**config.mk**
```make
export PLATFORM = sky130hd
export DESIGN_NAME = ramp_dac_seq
export DESIGN_NICKNAME = d
export VERILOG_FILES = /design/src/rtl/ramp_dac_pkg.sv /design/src/rtl/ramp_dac_dp.sv /design/src/rtl/ramp_dac_ctrl.sv /design/src/rtl/ramp_dac_seq.sv
export SDC_FILE = /design/constraint.sdc
export NUM_CORES = 1
export LEC_CHECK = 0
export BUFFER_PORTS_ARGS = -buffer_cell sky130_fd_sc_hd__clkbuf_2
export CAP_MARGIN = 15
export CORE_MARGIN = 5
export CORE_UTILIZATION = 45
export CTS_CLUSTER_SIZE = 14
export DETAILED_ROUTE_END_ITERATION = 10
export PLACE_DENSITY = 0.67
export SYNTH_ARGS = -nofsm -noshare
export SYNTH_HDL_FRONTEND = slang
export SYNTH_HIERARCHICAL = 1
export SYNTH_SLANG_ARGS = --single-unit
```
**constraint.sdc**
```tcl
create_clock -name clk -period 3.3 [get_ports clk]
set_input_delay 0.33 -clock clk [delete_from_list [all_inputs] [get_ports clk]]
set_output_delay 0.33 -clock clk [all_outputs]
set_load 0.02 [all_outputs]
```
**src/rtl/ramp_dac_pkg.sv**
```systemverilog
package ramp_dac_pkg;

  typedef enum logic [2:0] {
    ST_IDLE,
    ST_DISCH,
    ST_PULSE,
    ST_SETTLE,
    ST_XFER,
    ST_EVAL
  } seqState_t;

  // strobes from control to datapath
  typedef struct packed {
    logic latchReq;
    logic ldDisch;
    logic ldPulse;
    logic ldSettle;
    logic ldXfer;
    logic capCmp;
  } dpCmd_t;

endpackage

```
**src/rtl/ramp_dac_dp.sv**
```systemverilog
module ramp_dac_dp
  import ramp_dac_pkg::*;
#(
  parameter int WIDTH_W    = 16,
  parameter int CH_W       = 3,
  parameter int DISCH_CYC  = 8,
  parameter int SETTLE_CYC = 8,
  parameter int XFER_CYC   = 16
) (
  input  logic               clk,
  input  logic               rstN,
  input  dpCmd_t             cmd,
  input  logic [WIDTH_W-1:0] pulseWidth,
  input  logic               tuneMode,
  input  logic               polIn,
  input  logic [CH_W-1:0]    chanIn,
  input  logic               cmpIn,
  output logic               cntZero,
  output logic               widthZero,
  output logic               reqTune,
  output logic               polSel,
  output logic [CH_W-1:0]    muxSel,
  output logic               tuneResult
);

  localparam int CNT_W = WIDTH_W;
  localparam logic [CNT_W-1:0] DISCH_LD  = CNT_W'(DISCH_CYC - 1);
  localparam logic [CNT_W-1:0] SETTLE_LD = CNT_W'(SETTLE_CYC - 1);
  localparam logic [CNT_W-1:0] XFER_LD   = CNT_W'(XFER_CYC - 1);

  logic [WIDTH_W-1:0] widthQ;
  logic               tuneQ;
  logic               polQ;
  logic [CH_W-1:0]    chanQ;
  logic [CNT_W-1:0]   phaseCnt;
  logic               resQ;

  // request capture
  always_ff @(posedge clk or negedge rstN) begin
    if (!rstN) begin
      widthQ <= '0;
      tuneQ  <= 1'b0;
      polQ   <= 1'b0;
      chanQ  <= '0;
    end else if (cmd.latchReq) begin
      widthQ <= pulseWidth;
      tuneQ  <= tuneMode;
      polQ   <= polIn;
      chanQ  <= chanIn;
    end
  end

  // shared phase down-counter
  always_ff @(posedge clk or negedge rstN) begin
    if (!rstN)                 phaseCnt <= '0;
    else if (cmd.ldDisch)      phaseCnt <= DISCH_LD;
    else if (cmd.ldPulse)      phaseCnt <= widthQ - CNT_W'(1);
    else if (cmd.ldSettle)     phaseCnt <= SETTLE_LD;
    else if (cmd.ldXfer)       phaseCnt <= XFER_LD;
    else if (phaseCnt != '0)   phaseCnt <= phaseCnt - CNT_W'(1);
  end

  // comparator capture
  always_ff @(posedge clk or negedge rstN) begin
    if (!rstN)           resQ <= 1'b0;
    else if (cmd.capCmp) resQ <= cmpIn;
  end

  assign cntZero    = (phaseCnt == '0);
  assign widthZero  = (widthQ == '0);
  assign reqTune    = tuneQ;
  assign polSel     = polQ;
  assign muxSel     = chanQ;
  assign tuneResult = resQ;

endmodule

```
**src/rtl/ramp_dac_ctrl.sv**
```systemverilog
module ramp_dac_ctrl
  import ramp_dac_pkg::*;
(
  input  logic   clk,
  input  logic   rstN,
  input  logic   startStb,
  input  logic   cntZero,
  input  logic   widthZero,
  input  logic   reqTune,
  output dpCmd_t cmd,
  output logic   refToInteg,
  output logic   dischargeOn,
  output logic   muxEn,
  output logic   busy,
  output logic   doneStb
);

  seqState_t state, stateNxt;

  always_ff @(posedge clk or negedge rstN) begin
    if (!rstN) state <= ST_IDLE;
    else       state <= stateNxt;
  end

  always_comb begin
    stateNxt = state;
    cmd      = '0;
    case (state)
      ST_IDLE: begin
        if (startStb) begin
          cmd.latchReq = 1'b1;
          cmd.ldDisch  = 1'b1;
          stateNxt     = ST_DISCH;
        end
      end
      ST_DISCH: begin
        if (cntZero) begin
          if (widthZero) begin
            cmd.ldSettle = 1'b1;
            stateNxt     = ST_SETTLE;
          end else begin
            cmd.ldPulse = 1'b1;
            stateNxt    = ST_PULSE;
          end
        end
      end
      ST_PULSE: begin
        if (cntZero) begin
          cmd.ldSettle = 1'b1;
          stateNxt     = ST_SETTLE;
        end
      end
      ST_SETTLE: begin
        if (cntZero) begin
          if (reqTune) begin
            cmd.capCmp = 1'b1;
            stateNxt   = ST_EVAL;
          end else begin
            cmd.ldXfer = 1'b1;
            stateNxt   = ST_XFER;
          end
        end
      end
      ST_XFER: begin
        if (cntZero) stateNxt = ST_IDLE;
      end
      ST_EVAL:  stateNxt = ST_IDLE;
      default:  stateNxt = ST_IDLE;
    endcase
  end

  assign refToInteg  = (state == ST_PULSE);
  assign dischargeOn = !(state inside {ST_PULSE, ST_SETTLE, ST_XFER});
  assign muxEn       = (state == ST_XFER);
  assign busy        = (state != ST_IDLE);
  assign doneStb     = (state == ST_EVAL) || ((state == ST_XFER) && cntZero);

endmodule

```
**src/rtl/ramp_dac_seq.sv**
```systemverilog
module ramp_dac_seq
  import ramp_dac_pkg::*;
#(
  parameter int WIDTH_W    = 16,
  parameter int CHAN_N     = 8,
  parameter int DISCH_CYC  = 8,
  parameter int SETTLE_CYC = 8,
  parameter int XFER_CYC   = 16,
  localparam int CH_W      = (CHAN_N > 1) ? $clog2(CHAN_N) : 1
) (
  input  logic               clk,
  input  logic               rstN,
  input  logic               startStb,
  input  logic               tuneMode,
  input  logic [WIDTH_W-1:0] pulseWidth,
  input  logic               polIn,
  input  logic [CH_W-1:0]    chanIn,
  input  logic               cmpIn,
  output logic               refToInteg,
  output logic               dischargeOn,
  output logic               polSel,
  output logic               muxEn,
  output logic [CH_W-1:0]    muxSel,
  output logic               busy,
  output logic               doneStb,
  output logic               tuneResult
);

  dpCmd_t cmd;
  logic   cntZero, widthZero, reqTune;

  ramp_dac_ctrl u_ctrl (
    .clk        (clk),
    .rstN       (rstN),
    .startStb   (startStb),
    .cntZero    (cntZero),
    .widthZero  (widthZero),
    .reqTune    (reqTune),
    .cmd        (cmd),
    .refToInteg (refToInteg),
    .dischargeOn(dischargeOn),
    .muxEn      (muxEn),
    .busy       (busy),
    .doneStb    (doneStb)
  );

  ramp_dac_dp #(
    .WIDTH_W   (WIDTH_W),
    .CH_W      (CH_W),
    .DISCH_CYC (DISCH_CYC),
    .SETTLE_CYC(SETTLE_CYC),
    .XFER_CYC  (XFER_CYC)
  ) u_dp (
    .clk       (clk),
    .rstN      (rstN),
    .cmd       (cmd),
    .pulseWidth(pulseWidth),
    .tuneMode  (tuneMode),
    .polIn     (polIn),
    .chanIn    (chanIn),
    .cmpIn     (cmpIn),
    .cntZero   (cntZero),
    .widthZero (widthZero),
    .reqTune   (reqTune),
    .polSel    (polSel),
    .muxSel    (muxSel),
    .tuneResult(tuneResult)
  );

endmodule

```
==> impl_metrics.py <==
metrics = {
    "status": {
        "status": "complete, no violations",
    },
    "clock_tree": {
        "clk_pin_slew_worst_paths_ps": 70,
        "cts_tree": "yes",
        "cts_max_level": 2,
        "cts_buffer_depth": 2,
        "cts.sinks": 41,
        "clockRootBuffer": "clkbuf_8",
        "clk_latency_ps": 300,
        "cts_resized": 0,
        "cts_buffers": 5,
    },
    "min_path": {
        "hp-class": "input pin to flop",
    },
    "drt": {
        "drt_iter0_markers": 125,
        "via_per_inst": 5.615,
        "vias": 2044,
        "ant_nets": 0,
        "wl_per_cell_um": 15.27,
        "drt_first_pass_iters": 4,
        "drc": 0,
        "routed_wl_um": 5559,
    },
    "critical_path": {
        "path_class": "flop to flop",
        "cp.arrival_ps": 3300,
        "worst-path-max-fanout": 4,
        "start_kind": "flop",
        "crit_path_end_kind": "flop",
        "crit_required_ps": 3520,
    },
    "sta": {
        "timing.final.hold_violations": 0,
        "post-route-period-util": 0.9351,
        "skew_ps": 7.908,
        "finalSetupTns_ps": 0,
        "finalMaxSlewViolations": 0,
        "max_slew_margin": 0.6801,
        "fmax_ghz": 0.3241,
        "period_minus_slack_ps": 3086,
        "setup_viol": 0,
        "rsz0062_at_grt": "false",
        "worst_pin_slew_ps": 475.4,
    },
    "cells_and_area": {
        "drive_gt1_frac": 0.3356,
        "num_antenna_cells": 0,
        "syn_to_final_growth_pct": 16.44,
        "nNetsFinal": 319,
        "fin_util": 0.5377,
    },
    "synthesis": {
        "synth_seq_cells": 41,
        "ys_warn_count": 6,
        "synth_flop_cell": "dfrtp_1",
        "syn_inst": 254,
        "syn-cell-area_um2": 2527,
        "async_reset_ff_frac": 1.000,
        "synth_edf_count": 0,
        "syn_nets": 282,
        "synth.yosys.seq_area_share": 0.4059,
        "ys_types": 54,
        "synth_area_per_cell_um2": 9.950,
    },
    "grt": {
        "gr-total-overflow": 0,
        "grt_pass1_vias": 1986,
        "antenna_found_initial": 0,
        "grt_pass1_wl_um": 9701,
        "globalRouteTotalUtil": 0.1650,
        "grt_start_max_net_pins": 42,
    },
    "die": {
        "fp.coreArea_um2": 5473,
        "core.rowCount": 27,
        "die_x_um": 84.95,
        "initial_core_util": 0.4618,
        "floorplan.die_area_um2": 7216,
        "die_y_um": 84.95,
        "num_io_pins": 35,
    },
    "placed_design": {
        "dp_hpwl_um": 4040,
        "portBuffers": 34,
        "gp_congestion": 0.8777,
    },
    "pwr": {
        "p_per_area_nw_per_um2": 742.3,
        "p_leak_nw": 1.221,
        "ir_drop_v": 0.0004941,
    },
    "job": {
        "cap_violations": 0,
    },
}
-- repair_timing --
item / in CTS / in global routing
setup endpoints to repair: 0 / 0
hold buffers: 0 / 1
endpoints found under the hold margin: 0 / 4
setup buffers: 0 / 0
-- layer usage --
metal	GRT usage	wire (um)	vias to the layer above
li1	-	-	1014
met1	0.2352	2589	972
met2	0.2549	2596	52
met3	0.03010	311	6
met4	0.04892	62	0
met5	0	0	-
-- cells by family (layout without fill, tap and decap cells) --
group / after synthesis / after routing / synth area share
XOR/XNOR: 5 / 5 / 0.01733
adder cells (fa/ha/maj): 3 / 3 / 0.01485
multiplexers: 31 / 31 / 0.1366
buffers and inverters: 27 / 65 / 0.04752
flip-flops: 41 / 41 / 0.4059
AO/OA/AOI/OAI: 50 / 50 / 0.1465
AND/OR/NAND/NOR: 97 / 97 / 0.2312
-- critical path, cell delays in order (launching register included) --
cell,delay (ps)
dfrtp_1,400
or4_1,590
or4_1,480
nor4_1,170
buf_4,170
nor4b_2,40
or3_1,360
or4_2,620
a31oi_1,180
-- per-stage QoR --
stage                     hold slack (ps)  power (mW)  setup slack, ps  instance area [um^2]  std cells
after floorplan                     34.41       1.541            20.62                  2527        254
after global placement              488.7       1.740            206.2                  2796        354
after detailed placement            494.8       1.760            205.0                  2796        354
after CTS                           241.5       2.188            192.9                  2913        362
after global routing                258.4       2.349            33.97                  2943        364
final                               252.6       2.185            214.2                  2943        364
-- synth_stat cells (4+ instances only) --
cell type  number  share of area
a31oi_1         6          0.015
nor3_1         11          0.022
or4_1           5          0.015
or3_1           8          0.020
nand3_1         4         0.0079
a21oi_1         9          0.018
dfrtp_1        41           0.41
nor2_1         14          0.021
o21ai_0        10          0.020
o21a_1          4          0.012
clkbuf_1       10          0.015
nand2b_1        9          0.022
nand2_1        12          0.018
nor4_1         11          0.027
mux2_2         28           0.12
inv_1          10          0.015
-- worst paths after layout --
| kind | depth (start not counted) | start | slack [ps] | to |
|---|---|---|---|---|
| min | 3 | pulseWidth[0] | 250 | u_dp/widthQ[0]$_DFFE_PN0P_ |
| min reg2reg | 1 | u_dp/tuneResult$_DFFE_PN0P_ | 510 | u_dp/tuneResult$_DFFE_PN0P_ |
| max in group asynchronous | 3 | rstN | 2470 | u_dp/widthQ[13]$_DFFE_PN0P_ |
| max | 8 | u_dp/widthQ[13]$_DFFE_PN0P_ | 210 | u_dp/phaseCnt[11]$_DFFE_PN0P_ |
| min in group asynchronous | 2 | rstN | 390 | u_dp/phaseCnt[3]$_DFFE_PN0P_ |
| max reg2reg | 8 | u_dp/widthQ[13]$_DFFE_PN0P_ | 210 | u_dp/phaseCnt[11]$_DFFE_PN0P_ |
-- cells in the final DEF (no fill, tap or decap), drive strengths merged, types with 2 or more instances in the layout --
| master | netlist | final |
|---|---|---|
| dfrtp | 41 | 41 |
| clkbuf | 10 | 41 |
| mux2 | 28 | 28 |
| nor2 | 14 | 14 |
| nand2 | 12 | 12 |
| buf | 7 | 12 |
| nor4 | 12 | 12 |
| or3 | 12 | 12 |
| nor3 | 11 | 11 |
| inv | 10 | 10 |
| o21ai | 10 | 10 |
| a21oi | 10 | 10 |
| nand2b | 9 | 9 |
| or4 | 7 | 7 |
| a31oi | 6 | 6 |
| nand3 | 4 | 4 |
| o21a | 4 | 4 |
| xnor2 | 3 | 3 |
| a22oi | 3 | 3 |
| mux2i | 3 | 3 |
| ha | 3 | 3 |
| o41ai | 3 | 3 |
| nand3b | 2 | 2 |
| nor3b | 2 | 2 |
| or2 | 2 | 2 |
| a21boi | 2 | 2 |
| xor2 | 2 | 2 |
| o22a | 2 | 2 |
| nand4 | 2 | 2 |
| and2 | 2 | 2 |
| o31a | 2 | 2 |
| nor4b | 2 | 2 |
-- sequential cells by signal, summed over array words and instances, names as in the netlist --
register / cells
u_ctrl/state: 3
u_dp/muxSel: 3
u_dp/phaseCnt: 16
u_dp/polSel: 1
u_dp/reqTune: 1
u_dp/tuneResult: 1
u_dp/widthQ: 16
-- final cells by class --
class                           count  area (um^2)
Fill cell                         525         2530
Multi-Input combinational cell    186         1390
Sequential cell                    41         1026
Timing Repair Buffer               47        282.8
Tap cell                           72        90.09
Clock buffer                        7        86.33
Inverter                           10        37.54
Clock inverter                      1        30.03
-- power by group --
part           internal, mW  switching, mW  leakage (nW)
logic                 0.416          0.394         0.665
clock network         0.247          0.172        0.0585
registers             0.712          0.243         0.497
total                  1.37          0.810          1.22
(Power assumes the default switching activity.)
